$ cat src/rtl/bus_term_pkg.sv
package bus_term_pkg;

    // Port width reported with a termination
    typedef enum logic [1:0] {
        PSZ_32   = 2'b00,
        PSZ_8    = 2'b01,
        PSZ_16   = 2'b10,
        PSZ_NONE = 2'b11
    } port_size_e;

    // Per-region termination source
    typedef enum logic [1:0] {
        TM_EXTERNAL = 2'b00,
        TM_INTERNAL = 2'b01,
        TM_FAST     = 2'b10,
        TM_EXT_ALT  = 2'b11
    } term_mode_e;

    // Synchronized view of the termination inputs
    typedef struct packed {
        logic       ack;
        port_size_e size;
        logic       berr;
    } ack_sample_t;

    // Registered termination report
    typedef struct packed {
        logic       valid;
        port_size_e size;
        logic       error;
        logic       timeout;
        logic       latch;
    } term_result_t;

    // Active-low two-line acknowledge to port width
    function automatic port_size_e decode_ack(input logic [1:0] ack_n);
        case (ack_n)
            2'b00:   return PSZ_32;
            2'b01:   return PSZ_16;
            2'b10:   return PSZ_8;
            default: return PSZ_NONE;
        endcase
    endfunction

    // Configured size for internal/fast modes; the unused code means 32-bit
    function automatic port_size_e cfg_to_size(input logic [1:0] code);
        return (code == 2'b11) ? PSZ_32 : port_size_e'(code);
    endfunction

endpackage

$ cat src/rtl/bt_sync.sv
module bt_sync #(
    parameter int               WIDTH   = 1,
    parameter int               STAGES  = 2,
    parameter logic [WIDTH-1:0] RST_VAL = '1
) (
    input  logic             clk,
    input  logic             rst,
    input  logic [WIDTH-1:0] d,
    output logic [WIDTH-1:0] q
);
    logic [WIDTH-1:0] chain [STAGES];

    always_ff @(posedge clk) begin
        if (rst) begin
            for (int i = 0; i < STAGES; i++) chain[i] <= RST_VAL;
        end else begin
            chain[0] <= d;
            for (int i = 1; i < STAGES; i++) chain[i] <= chain[i-1];
        end
    end

    assign q = chain[STAGES-1];
endmodule

$ cat src/rtl/bt_ack_decode.sv
module bt_ack_decode
    import bus_term_pkg::*;
(
    input  logic [1:0]  ack_n_s,
    input  logic        berr_n_s,
    output ack_sample_t smp
);
    always_comb begin
        smp.size = decode_ack(ack_n_s);
        smp.ack  = (smp.size != PSZ_NONE);
        smp.berr = !berr_n_s;
    end
endmodule

$ cat src/rtl/bt_region_cfg.sv
module bt_region_cfg
    import bus_term_pkg::*;
#(
    parameter int NUM_REGIONS = 4,
    parameter int WS_W        = 4,
    localparam int RGN_W      = (NUM_REGIONS > 1) ? $clog2(NUM_REGIONS) : 1
) (
    input  logic [RGN_W-1:0]            region,
    input  logic [2*NUM_REGIONS-1:0]    cfg_mode,
    input  logic [WS_W*NUM_REGIONS-1:0] cfg_wait,
    input  logic [2*NUM_REGIONS-1:0]    cfg_size,
    output term_mode_e                  sel_mode,
    output logic [WS_W-1:0]             sel_wait,
    output port_size_e                  sel_size
);
    term_mode_e      mode_a [NUM_REGIONS];
    logic [WS_W-1:0] wait_a [NUM_REGIONS];
    port_size_e      size_a [NUM_REGIONS];

    for (genvar r = 0; r < NUM_REGIONS; r++) begin : g_rgn
        assign mode_a[r] = term_mode_e'(cfg_mode[2*r +: 2]);
        assign wait_a[r] = cfg_wait[WS_W*r +: WS_W];
        assign size_a[r] = cfg_to_size(cfg_size[2*r +: 2]);
    end

    always_comb begin
        sel_mode = mode_a[0];
        sel_wait = wait_a[0];
        sel_size = size_a[0];
        for (int r = 1; r < NUM_REGIONS; r++) begin
            if (int'(region) == r) begin
                sel_mode = mode_a[r];
                sel_wait = wait_a[r];
                sel_size = size_a[r];
            end
        end
    end
endmodule

$ cat src/rtl/bt_cycle_fsm.sv
module bt_cycle_fsm
    import bus_term_pkg::*;
#(
    parameter int WS_W   = 4,
    parameter int BMT_W  = 8,
    localparam int CNT_W = (BMT_W > WS_W + 1) ? BMT_W : WS_W + 1
) (
    input  logic            clk,
    input  logic            rst,
    input  logic            cyc_start,
    input  logic            cyc_read,
    input  term_mode_e      sel_mode,
    input  logic [WS_W-1:0] sel_wait,
    input  port_size_e      sel_size,
    input  logic [BMT_W-1:0] bmt_limit,
    input  ack_sample_t     smp,
    output logic            busy,
    output term_result_t    res
);
    term_mode_e      cur_mode;
    logic [WS_W-1:0] cur_wait;
    port_size_e      cur_size;
    logic            cur_read;
    logic [CNT_W-1:0] cnt;

    logic [CNT_W-1:0] wait_tgt, lim;
    logic       ack_hit, tmo_hit, tmo_only, done;
    port_size_e ack_size;

    assign wait_tgt = CNT_W'(cur_wait) + CNT_W'(1);
    assign lim      = CNT_W'(bmt_limit);

    always_comb begin
        case (cur_mode)
            TM_INTERNAL: begin ack_hit = (cnt == wait_tgt); ack_size = cur_size; end
            TM_FAST:     begin ack_hit = (cnt == '0);       ack_size = cur_size; end
            default:     begin ack_hit = smp.ack;           ack_size = smp.size; end
        endcase
        tmo_hit  = (lim != '0) && (cnt == lim);
        tmo_only = tmo_hit && !ack_hit && !smp.berr;
        done     = ack_hit || smp.berr || tmo_hit;
    end

    always_ff @(posedge clk) begin
        if (rst) begin
            busy     <= 1'b0;
            res      <= '{valid: 1'b0, size: PSZ_NONE, error: 1'b0, timeout: 1'b0, latch: 1'b0};
            cur_mode <= TM_EXTERNAL;
            cur_wait <= '0;
            cur_size <= PSZ_32;
            cur_read <= 1'b0;
            cnt      <= '0;
        end else begin
            res.valid <= 1'b0;
            res.latch <= 1'b0;
            if (!busy) begin
                if (cyc_start) begin
                    busy     <= 1'b1;
                    cnt      <= '0;
                    cur_mode <= sel_mode;
                    cur_wait <= sel_wait;
                    cur_size <= sel_size;
                    cur_read <= cyc_read;
                end
            end else begin
                cnt <= (&cnt) ? cnt : cnt + CNT_W'(1);
                if (done) begin
                    busy        <= 1'b0;
                    res.valid   <= 1'b1;
                    res.size    <= ack_hit ? ack_size : PSZ_NONE;
                    res.error   <= smp.berr || tmo_only;
                    res.timeout <= tmo_only;
                    res.latch   <= cur_read && ack_hit && !smp.berr;
                end
            end
        end
    end

    // Termination is a single-clock pulse, and the block is idle during it
    assert_single_pulse_R10: assert property (@(posedge clk) disable iff (rst)
        res.valid |=> !res.valid);
    assert_idle_at_term_R10: assert property (@(posedge clk) disable iff (rst)
        res.valid |-> !busy);
    // Data capture only on a clean read termination
    assert_latch_clean_R4: assert property (@(posedge clk) disable iff (rst)
        res.latch |-> (res.valid && !res.error));
    // A monitor timeout is an error with no port size
    assert_timeout_error_R9: assert property (@(posedge clk) disable iff (rst)
        (res.valid && res.timeout) |-> (res.error && res.size == PSZ_NONE));
    // A report without a port size is always an error
    assert_nosize_error_R7: assert property (@(posedge clk) disable iff (rst)
        (res.valid && res.size == PSZ_NONE) |-> res.error);
    // Fast mode terminates on the second edge after acceptance
    assert_fast_two_clk_R6: assert property (@(posedge clk) disable iff (rst)
        (!busy && cyc_start && sel_mode == TM_FAST) |=> ##1 res.valid);
    // A start pulse during a cycle does not alter the captured direction
    assert_busy_start_ignored_R11: assert property (@(posedge clk) disable iff (rst)
        (busy && !done) |=> (busy && cur_read == $past(cur_read)));
endmodule

$ cat src/rtl/bus_term_ctrl.sv
module bus_term_ctrl
    import bus_term_pkg::*;
#(
    parameter int NUM_REGIONS = 4,
    parameter int WS_W        = 4,
    parameter int BMT_W       = 8,
    parameter int SYNC_STAGES = 2,
    localparam int RGN_W      = (NUM_REGIONS > 1) ? $clog2(NUM_REGIONS) : 1
) (
    input  logic                        clk,
    input  logic                        rst,
    input  logic                        cyc_start,
    input  logic [RGN_W-1:0]            cyc_region,
    input  logic                        cyc_read,
    input  logic [2*NUM_REGIONS-1:0]    cfg_mode,
    input  logic [WS_W*NUM_REGIONS-1:0] cfg_wait,
    input  logic [2*NUM_REGIONS-1:0]    cfg_size,
    input  logic [BMT_W-1:0]            bmt_limit,
    input  logic [1:0]                  ack_n,
    input  logic                        berr_n,
    output logic                        cyc_busy,
    output logic                        term_valid,
    output logic [1:0]                  term_size,
    output logic                        term_error,
    output logic                        term_timeout,
    output logic                        latch_data
);
    logic [2:0]      sync_q;
    ack_sample_t     smp;
    term_mode_e      sel_mode;
    logic [WS_W-1:0] sel_wait;
    port_size_e      sel_size;
    term_result_t    res;

    bt_sync #(.WIDTH(3), .STAGES(SYNC_STAGES), .RST_VAL(3'b111)) u_sync (
        .clk(clk), .rst(rst), .d({berr_n, ack_n}), .q(sync_q)
    );

    bt_ack_decode u_dec (
        .ack_n_s(sync_q[1:0]), .berr_n_s(sync_q[2]), .smp(smp)
    );

    bt_region_cfg #(.NUM_REGIONS(NUM_REGIONS), .WS_W(WS_W)) u_cfg (
        .region(cyc_region), .cfg_mode(cfg_mode), .cfg_wait(cfg_wait),
        .cfg_size(cfg_size), .sel_mode(sel_mode), .sel_wait(sel_wait),
        .sel_size(sel_size)
    );

    bt_cycle_fsm #(.WS_W(WS_W), .BMT_W(BMT_W)) u_fsm (
        .clk(clk), .rst(rst), .cyc_start(cyc_start), .cyc_read(cyc_read),
        .sel_mode(sel_mode), .sel_wait(sel_wait), .sel_size(sel_size),
        .bmt_limit(bmt_limit), .smp(smp), .busy(cyc_busy), .res(res)
    );

    assign term_valid   = res.valid;
    assign term_size    = res.size;
    assign term_error   = res.error;
    assign term_timeout = res.timeout;
    assign latch_data   = res.latch;
endmodule

$ cat config.mk
export PLATFORM = sky130hd
export DESIGN_NAME = bus_term_ctrl
export DESIGN_NICKNAME = d
export VERILOG_FILES = /design/src/rtl/bus_term_pkg.sv /design/src/rtl/bt_sync.sv /design/src/rtl/bt_ack_decode.sv /design/src/rtl/bt_region_cfg.sv /design/src/rtl/bt_cycle_fsm.sv /design/src/rtl/bus_term_ctrl.sv
export SDC_FILE = /design/constraint.sdc
export NUM_CORES = 1
export LEC_CHECK = 0
export ABC_AREA = 1
export ABC_CLOCK_PERIOD_IN_PS = 1500
export BUFFER_PORTS_ARGS = -buffer_cell sky130_fd_sc_hd__clkbuf_2
export CAP_MARGIN = 10
export CORE_MARGIN = 4
export CORE_UTILIZATION = 48
export CTS_BUF_LIST = sky130_fd_sc_hd__clkbuf_4 sky130_fd_sc_hd__clkbuf_8
export DETAILED_ROUTE_END_ITERATION = 12
export PLACE_DENSITY = 0.78
export SLEW_MARGIN = 30
export SYNTH_ARGS = -nofsm -noshare
export SYNTH_HDL_FRONTEND = slang
export SYNTH_HIERARCHICAL = 1
export SYNTH_SLANG_ARGS = --single-unit
$ cat constraint.sdc
create_clock -name clk -period 1.5 [get_ports clk]
set_input_delay 0.225 -clock clk [delete_from_list [all_inputs] [get_ports clk]]
set_output_delay 0.225 -clock clk [all_outputs]
set_load 0.1 [all_outputs]
==> results.txt, run 1 <==
Area of the core: 3771 um2
Root Driver: clkbuf_8
NumNets Final: 426
Critical path capture point: u_fsm/res[0]
Critical path peak fanout: 5
Worst Clk Skew: 0.009094 ns
Asr flop ratio synth: 0%
Post-Synth XOR/XNOR Area: 0.8480%
Clock period minus worst slack: 1.557 ns
Reg2reg path depth: 11
Hold path depth: 3
CTS Sinks: 30
Worst r2r src: u_fsm/cnt[1]
Diodes inserted: 0
Final antenna-violating net count: 0
# setup viols final: 7
Worst reg-to-reg setup slack: -0.06 ns
Total GRT Usage: 19.14%
Met1 wire length: 1957 um
Antenna violations before repair: 0
Critical-path cell list: buf_6, inv_2, ha_2, nand3_2, nor2_2, a21oi_2, nand2_2, nand3_4, nand3_4, nand2_2, nor2_2
Hold_buf cts: 0
Synth Cell Area: 1918 um2
Grt total ovfl: 0
Post-Synth Simple-Gate Area: 38.88%
Ys Warns: 6
Uppermost layer routed: met4
Chip width: 71.22 um
Drt total wl: 4930 um
Unrepaired setup endpoints after global routing: yes
Worst skew pair latency: 0.28 ns
Die area: 5072 um2
Synth Area in Compound Gates: 14.09%
Hold Crit Class: input pin to register
Largest family of logic cells by synthesized area: simple AND/OR/NAND/NOR gates
Slowest-stage cell, CP: dfxtp_2
Setup_tns: -0.2703 ns
TritonCTS Buffers: 5
Initial DRC Count: 109
Detailed-route via count: 2115
Failing checks: setup timing
Cells after synthesis: 302
Dominant cells by area after synthesis: dfxtp_1 31%, nand2_1 15%, nor2_1 8.0%
First-pass GRT wire length: 8073 um
Worst path max stage delay: 0.34 ns
Area Overhead vs Synth: 37.83%
Pleak: 1.321 nW
Post-synthesis adder-cell area fraction: 3.262%
Clock transition at path regs: 0.06 ns
Pwr dens: 824.7 nW/um2
Final Max Tran Viols: 0
Via/cell ratio: 5.024
Final Hold Fails: 0
Share of layout cells above drive strength 1: 42.63%
Reg2reg end: u_fsm/res[0]
Number of global-route vias before repair: 2044
CTS Buffer Depth: 2
Final clock period utilization by the worst path: 103.8%
Max Clk Rate: 642.3 MHz
CTS tree: built
Worst path required time: 1.72 ns
Hold Slack: 0.1226 ns
Routed wl met2: 2490 um
Max-Slew Margin vs Limit: 64.08%
Setup crit start: u_fsm/cnt[1]
Critical Path Start Type: register
Initial Util: 50.86%
Met3 wire len: 332 um
Number of synthesized flops with an enable pin: 0
Status: finished, violations left
Utilization after layout: 70.11%
Crit path DAT: 1.78 ns
# IOs: 56
Largest net degree at the start of global routing: 16
GPL Wtd Cong: 0.8798
Seq. cell area: 611.8 um2
Area of the multi-input gates: 1297 um2
Cell Rows: 22
Setup ws final: -0.05686 ns
Wire per inst: 11.71 um
Yosys top cell by area: dfxtp_1
Element type at the critical path end: register
Seq cells post-synth: 30
Commonest non-fill, non-tap cell in the layout: nand2_1
Register area share after synthesis: 31.31%
Yosys cell types: 32
DRT Pass-1 Iters: 4
H-tree levels: 2
Syn avg cell area: 6.351 um2
Die H: 71.22 um
Mux cell area share after synthesis: 0%
Post-synth top area share: 31.31%
Filler cells: 310
Detailed placement HPWL: 3556 um
Total power: 2.180 mW
Max-cap viol count: 0
Synth Flop Type: dfxtp_1
Most frequent cells in the layout: 63 x nand2_1, 55 x clkbuf_2, 39 x nor2_1, 30 x inv_1, 23 x dfxtp_1
Worst Tran Pin Value: 0.5411 ns
Synth Net Count: 356
DRC Markers: 0
Post-place setup slack: -0.1004 ns
Max IR drop VDD: 0.5839 mV
WS Path Type: register to register
Port-buffer cells: 55
[critical path: cells and delay by family, from the launching register on]
kind                     cells  cell delay, ns
AND/OR/NAND/NOR              7            0.67
flip-flops                   1            0.34
buffers and inverters        2            0.22
adder cells (fa/ha/maj)      1            0.20
AO/OA/AOI/OAI                1            0.06
[synth_stat cells, types with 4 or more instances]
cell type,n
clkbuf_1,4
ha_1,5
nand2_1,76
buf_4,4
dfxtp_1,30
a21oi_1,13
o21ai_0,24
inv_2,8
nor2_1,41
nand4_1,7
nand3_1,21
o21ai_1,7
inv_1,33
[per-stage QoR]
step                instances  cell area (um2)
CTS                       420             2530
floorplan                 302             1922
finish                    421             2644
global placement          410             2308
detailed placement        410             2308
global route              421             2644
[worst min-delay path by stage]
stage,from,endpoint,slack [ns]
final,ack_n[1],u_sync/chain[0][1],0.12
after CTS,ack_n[1],u_sync/chain[0][1],0.12
after global placement,u_sync/chain[0][1],u_sync/chain[0][4],0.39
after floorplan,ack_n[0],u_sync/chain[0][0],0.32
after detailed placement,u_sync/chain[0][0],u_sync/chain[0][3],0.40
after global routing,ack_n[1],u_sync/chain[0][1],0.14
[routing by layer]
layer / global-route usage [%] / vias to the layer above
li1: - / 1105
met4: 9.186 / 0
met5: 0 / -
met3: 3.506 / 14
met2: 34.59 / 77
met1: 21.45 / 919
[layout make-up]
cell class	count	share of cell area (%)
multi-input combinational	219	49.08
timing repair buffer	73	15.95
inverter	43	6.294
tap	48	2.272
clock inverter	2	0.3786
sequential	30	23.14
clock buffer	6	2.887
[kinds of logic after synthesis]
group / after synthesis
AO/OA/AOI/OAI: 50
adder cells (fa/ha/maj): 5
buffers and inverters: 53
AND/OR/NAND/NOR: 163
XOR/XNOR: 1
flip-flops: 30
[power by group]
group / internal (mW) / switching, mW
Clock: 0.338 / 0.288
Combinational: 0.259 / 0.407
Sequential: 0.849 / 0.0393
Total: 1.45 / 0.735
[timing repair]
action | CTS | global route
endpoints found under the setup margin | 9 | 15
pin swaps | 12 | 25
gates resized for setup | 29 | 38
setup buffers | 2 | 1
[flip-flops by register name, indices dropped and copies added, names as in the netlist]
register	count
u_sync/chain	6
u_fsm/res	6
u_fsm/busy	1
u_fsm/cur_mode	2
u_fsm/cur_size	2
u_fsm/cnt	8
u_fsm/cur_read	1
u_fsm/cur_wait	4
No activity file was read; power rests on OpenSTA's default activity.
==> run 2: changes to the inputs <==
--- a/config.mk
+++ b/config.mk
@@ -7,7 +7,7 @@
 export LEC_CHECK = 0
 export ABC_AREA = 1
 export ABC_CLOCK_PERIOD_IN_PS = 1500
-export BUFFER_PORTS_ARGS = -buffer_cell sky130_fd_sc_hd__clkbuf_2
+export BUFFER_PORTS_ARGS = -buffer_cell sky130_fd_sc_hd__buf_2
 export CAP_MARGIN = 10
 export CORE_MARGIN = 4
 export CORE_UTILIZATION = 48
==> constraint.sdc (replaced) <==
create_clock -name clk -period 1.5 [get_ports clk]
set_input_delay 0.075 -clock clk [delete_from_list [all_inputs] [get_ports clk]]
set_output_delay 0.075 -clock clk [all_outputs]
set_load 0.1 [all_outputs]
==> run 2 against run 1 <==
The flow still finishes with violations (setup timing). Sequential cell count did not move. Combinational power fell by 6.6%. Clock power rose by 36%. Clock skew fell by 0.0026 ns. Power rose by 8.1%. Hold slack got worse by 0.078 ns. Fmax rose by 3.7%. Wire length fell by 4.6%. Sequential power barely moved. Largest cell class unchanged.
==> results.txt, run 2 (same netlist as run 1, synthesis figures left out) <==
CTS tree: built
TritonCTS Buffers: 5 (unchanged)
Final antenna-violating net count: 0 (unchanged)
Share of power burned in registers: 37.6% (-3.1 points)
Root Driver: clkbuf_8
Hold_sp: cyc_read
Worst path required time: 1.66 ns (-0.06 ns)
Worst Clk Skew: 0.006507 ns (-0.002587 ns)
Final clock period utilization by the worst path: 100.1% (-3.7 points)
Pwr dens: 914.6 nW/um2 (+11%)
Slowest-stage cell, CP: dfxtp_2
Most used routing layer: met2
DRC Markers: 0 (unchanged)
Largest net degree at the start of global routing: 16 (unchanged)
Hold path depth: 3 (unchanged)
Crit path DAT: 1.66 ns (-0.12 ns)
Setup ws final: -0.001306 ns (+0.05556 ns)
Total GRT Usage: 19.10% (-0.040 points)
Worst skew pair latency: 0.28 ns (about the same)
Hold Crit Class: input pin to register
Reg2reg path depth: 8 (-3)
Unrepaired setup endpoints after global routing: yes
Final Hold Fails: 0 (unchanged)
Hold Slack: 0.04495 ns (-0.07766 ns)
Worst r2r src: u_fsm/cur_mode[0]
Status: finished, violations left
P_int: 1.652 mW (+14%)
Element type at the critical path end: register
Critical-path cell list: inv_2, ha_4, inv_1, or2_2, nand3_4, nand3_4, nand2_1, nand3_1
Port-buffer cells: 55 (unchanged)
Net Sw Frac: 29.91% (-3.8 points)
Via/cell ratio: 4.957 (-1.3%)
Worst path max stage delay: 0.33 ns (about the same)
Antenna violations before repair: 0 (unchanged)
Initial Util: 50.86% (unchanged)
Critical path peak fanout: 5 (unchanged)
Max IR drop VDD: 0.5527 mV (-5.4%)
Area of the core: 3771 um2 (unchanged)
Diodes inserted: 0 (unchanged)
Area Overhead vs Synth: 34.38%
Most frequent cells in the layout: 72 x nand2_1, 55 x buf_2, 40 x nor2_1, 30 x inv_1, 21 x o21ai_0
Net Sw Power: 0.7051 mW (-4.0%)
Die area: 5072 um2 (unchanged)
Max Clk Rate: 666.1 MHz (+3.7%)
Detailed-route via count: 2082 (-1.6%)
Most flop-heavy register: u_fsm/cnt
Power share of the combinational group: 26.4% (-4.1 points)
Utilization after layout: 68.35% (-1.8 points)
Share of layout cells above drive strength 1: 34.68% (-7.9 points)
# setup viols final: 1 (-6)
Pleak: 1.302 nW (-1.4%)
DRT Pass-1 Iters: 4 (unchanged)
NumNets Final: 425 (-0.23%)
Max-Slew Margin vs Limit: 67.55% (+3.5 points)
Cell Rows: 22 (unchanged)
Grt total ovfl: 0 (unchanged)
Drt total wl: 4705 um (-4.6%)
Die H: 71.22 um (unchanged)
M1 GR Usage: 22.19% (+0.74 points)
First-pass GRT wire length: 7872 um (-2.5%)
Setup crit start: u_fsm/cur_mode[0]
Largest registers: u_fsm/cnt x8, u_fsm/res x6, u_sync/chain x6
GPL Wtd Cong: 0.8833 (+0.40%)
Number of global-route vias before repair: 1934 (-5.4%)
Critical Path Start Type: register
Post-CTS Setup Inserts: 0 (-2)
Chip width: 71.22 um (unchanged)
CTS Buffer Depth: 2 (unchanged)
Clock transition at path regs: 0.06 ns (about the same)
Initial DRC Count: 131 (+20%)
Commonest non-fill, non-tap cell in the layout: nand2_1
Worst Tran Pin Value: 0.4901 ns (-0.05097 ns)
Final Max Tran Viols: 0 (unchanged)
Failing checks: setup timing
# IOs: 56 (unchanged)
Clock period minus worst slack: 1.501 ns (-0.05556 ns)
Most frequent CP cell: nand3_4
CTS Sinks: 30 (unchanged)
GRT met3 Usage: 3.506% (unchanged)
Clock power share: 36.0% (+7.3 points)
Detailed placement HPWL: 3526 um (-0.84%)
WS Path Type: register to register
Max FFs per register: 8 (unchanged)
Wire per inst: 11.20 um (-4.3%)
Met2 Usage GRT: 32.86% (-1.7 points)
Max-cap viol count: 0 (unchanged)
H-tree levels: 2 (unchanged)
## run 2: cell count changes in the layout (fill, tap and decap cells not counted), sizes merged
cell and change:
buf +51, bufinv +1, clkbuf -54, dlygate4sd3 +3, inv -2
## run 2: critical path, delay by kind of cell, from the launching register on
kind,cells,cell delay [ns]
buffers and inverters,2,0.09
DFF,1,0.33
adders and majority gates,1,0.27
and+or+nand+nor,5,0.68
## run 2: metrics by stage
| stage | setup WS (ns) | setup TNS [ns] | power (mW) | instance area (um2) | instances |
|---|---|---|---|---|---|
| 2_1_floorplan | 0.01133 | 0 | 1.275 | 1922 | 302 |
| 3_3_place_gp | -0.05488 | -0.1568 | 1.446 | 2301 | 409 |
| 3_5_place_dp | -0.09940 | -0.3781 | 1.454 | 2301 | 409 |
| 4_1_cts | -0.02198 | -0.07465 | 2.362 | 2536 | 420 |
| 5_1_grt | -0.1037 | -0.4895 | 2.475 | 2577 | 420 |
| 6_report | -0.001306 | -0.001306 | 2.357 | 2577 | 420 |
## run 2: power groups by stage
stage	sequential, mW	combinational, mW	clock [mW]
finish	0.887	0.622	0.849
global placement	0.892	0.554	0
floorplan	0.982	0.293	0
global route	0.893	0.688	0.894
detailed placement	0.893	0.561	0
CTS	0.884	0.608	0.870
## run 2: final timing paths
| check | end | slack, ns |
|---|---|---|
| worst min-delay path | u_fsm/cur_read | 0.04 |
| worst max-delay path | u_fsm/res[4] | -0.001 |
| worst max register to register | u_fsm/res[4] | -0.001 |
| worst min register to register | u_sync/chain[0][5] | 0.41 |
## run 2: final cells by class
class,instances,area (um2)
clock buffers,7,90.09
clock inverters,1,30.03
fillers,338,1194
inverters,43,165.2
multi-input cells,219,1191
flip-flops and latches,30,615.6
well taps,48,60.06
repair buffers,72,425.4
## run 2: metal layers
layer / up-vias / share of wire, %
li1: 1100 / -
met5: - / 0
met2: 70 / 47
met4: 0 / 3.2
met1: 898 / 44
met3: 14 / 5.8
## run 2: what timing repair did
item / 4_1_cts / 5_1_grt
setup endpoints to repair: 8 / 15
resized for setup: 23 / 16
pin swaps: 14 / 11
hold endpoints to repair: 3 / 0
hold buffers: 3 / 0
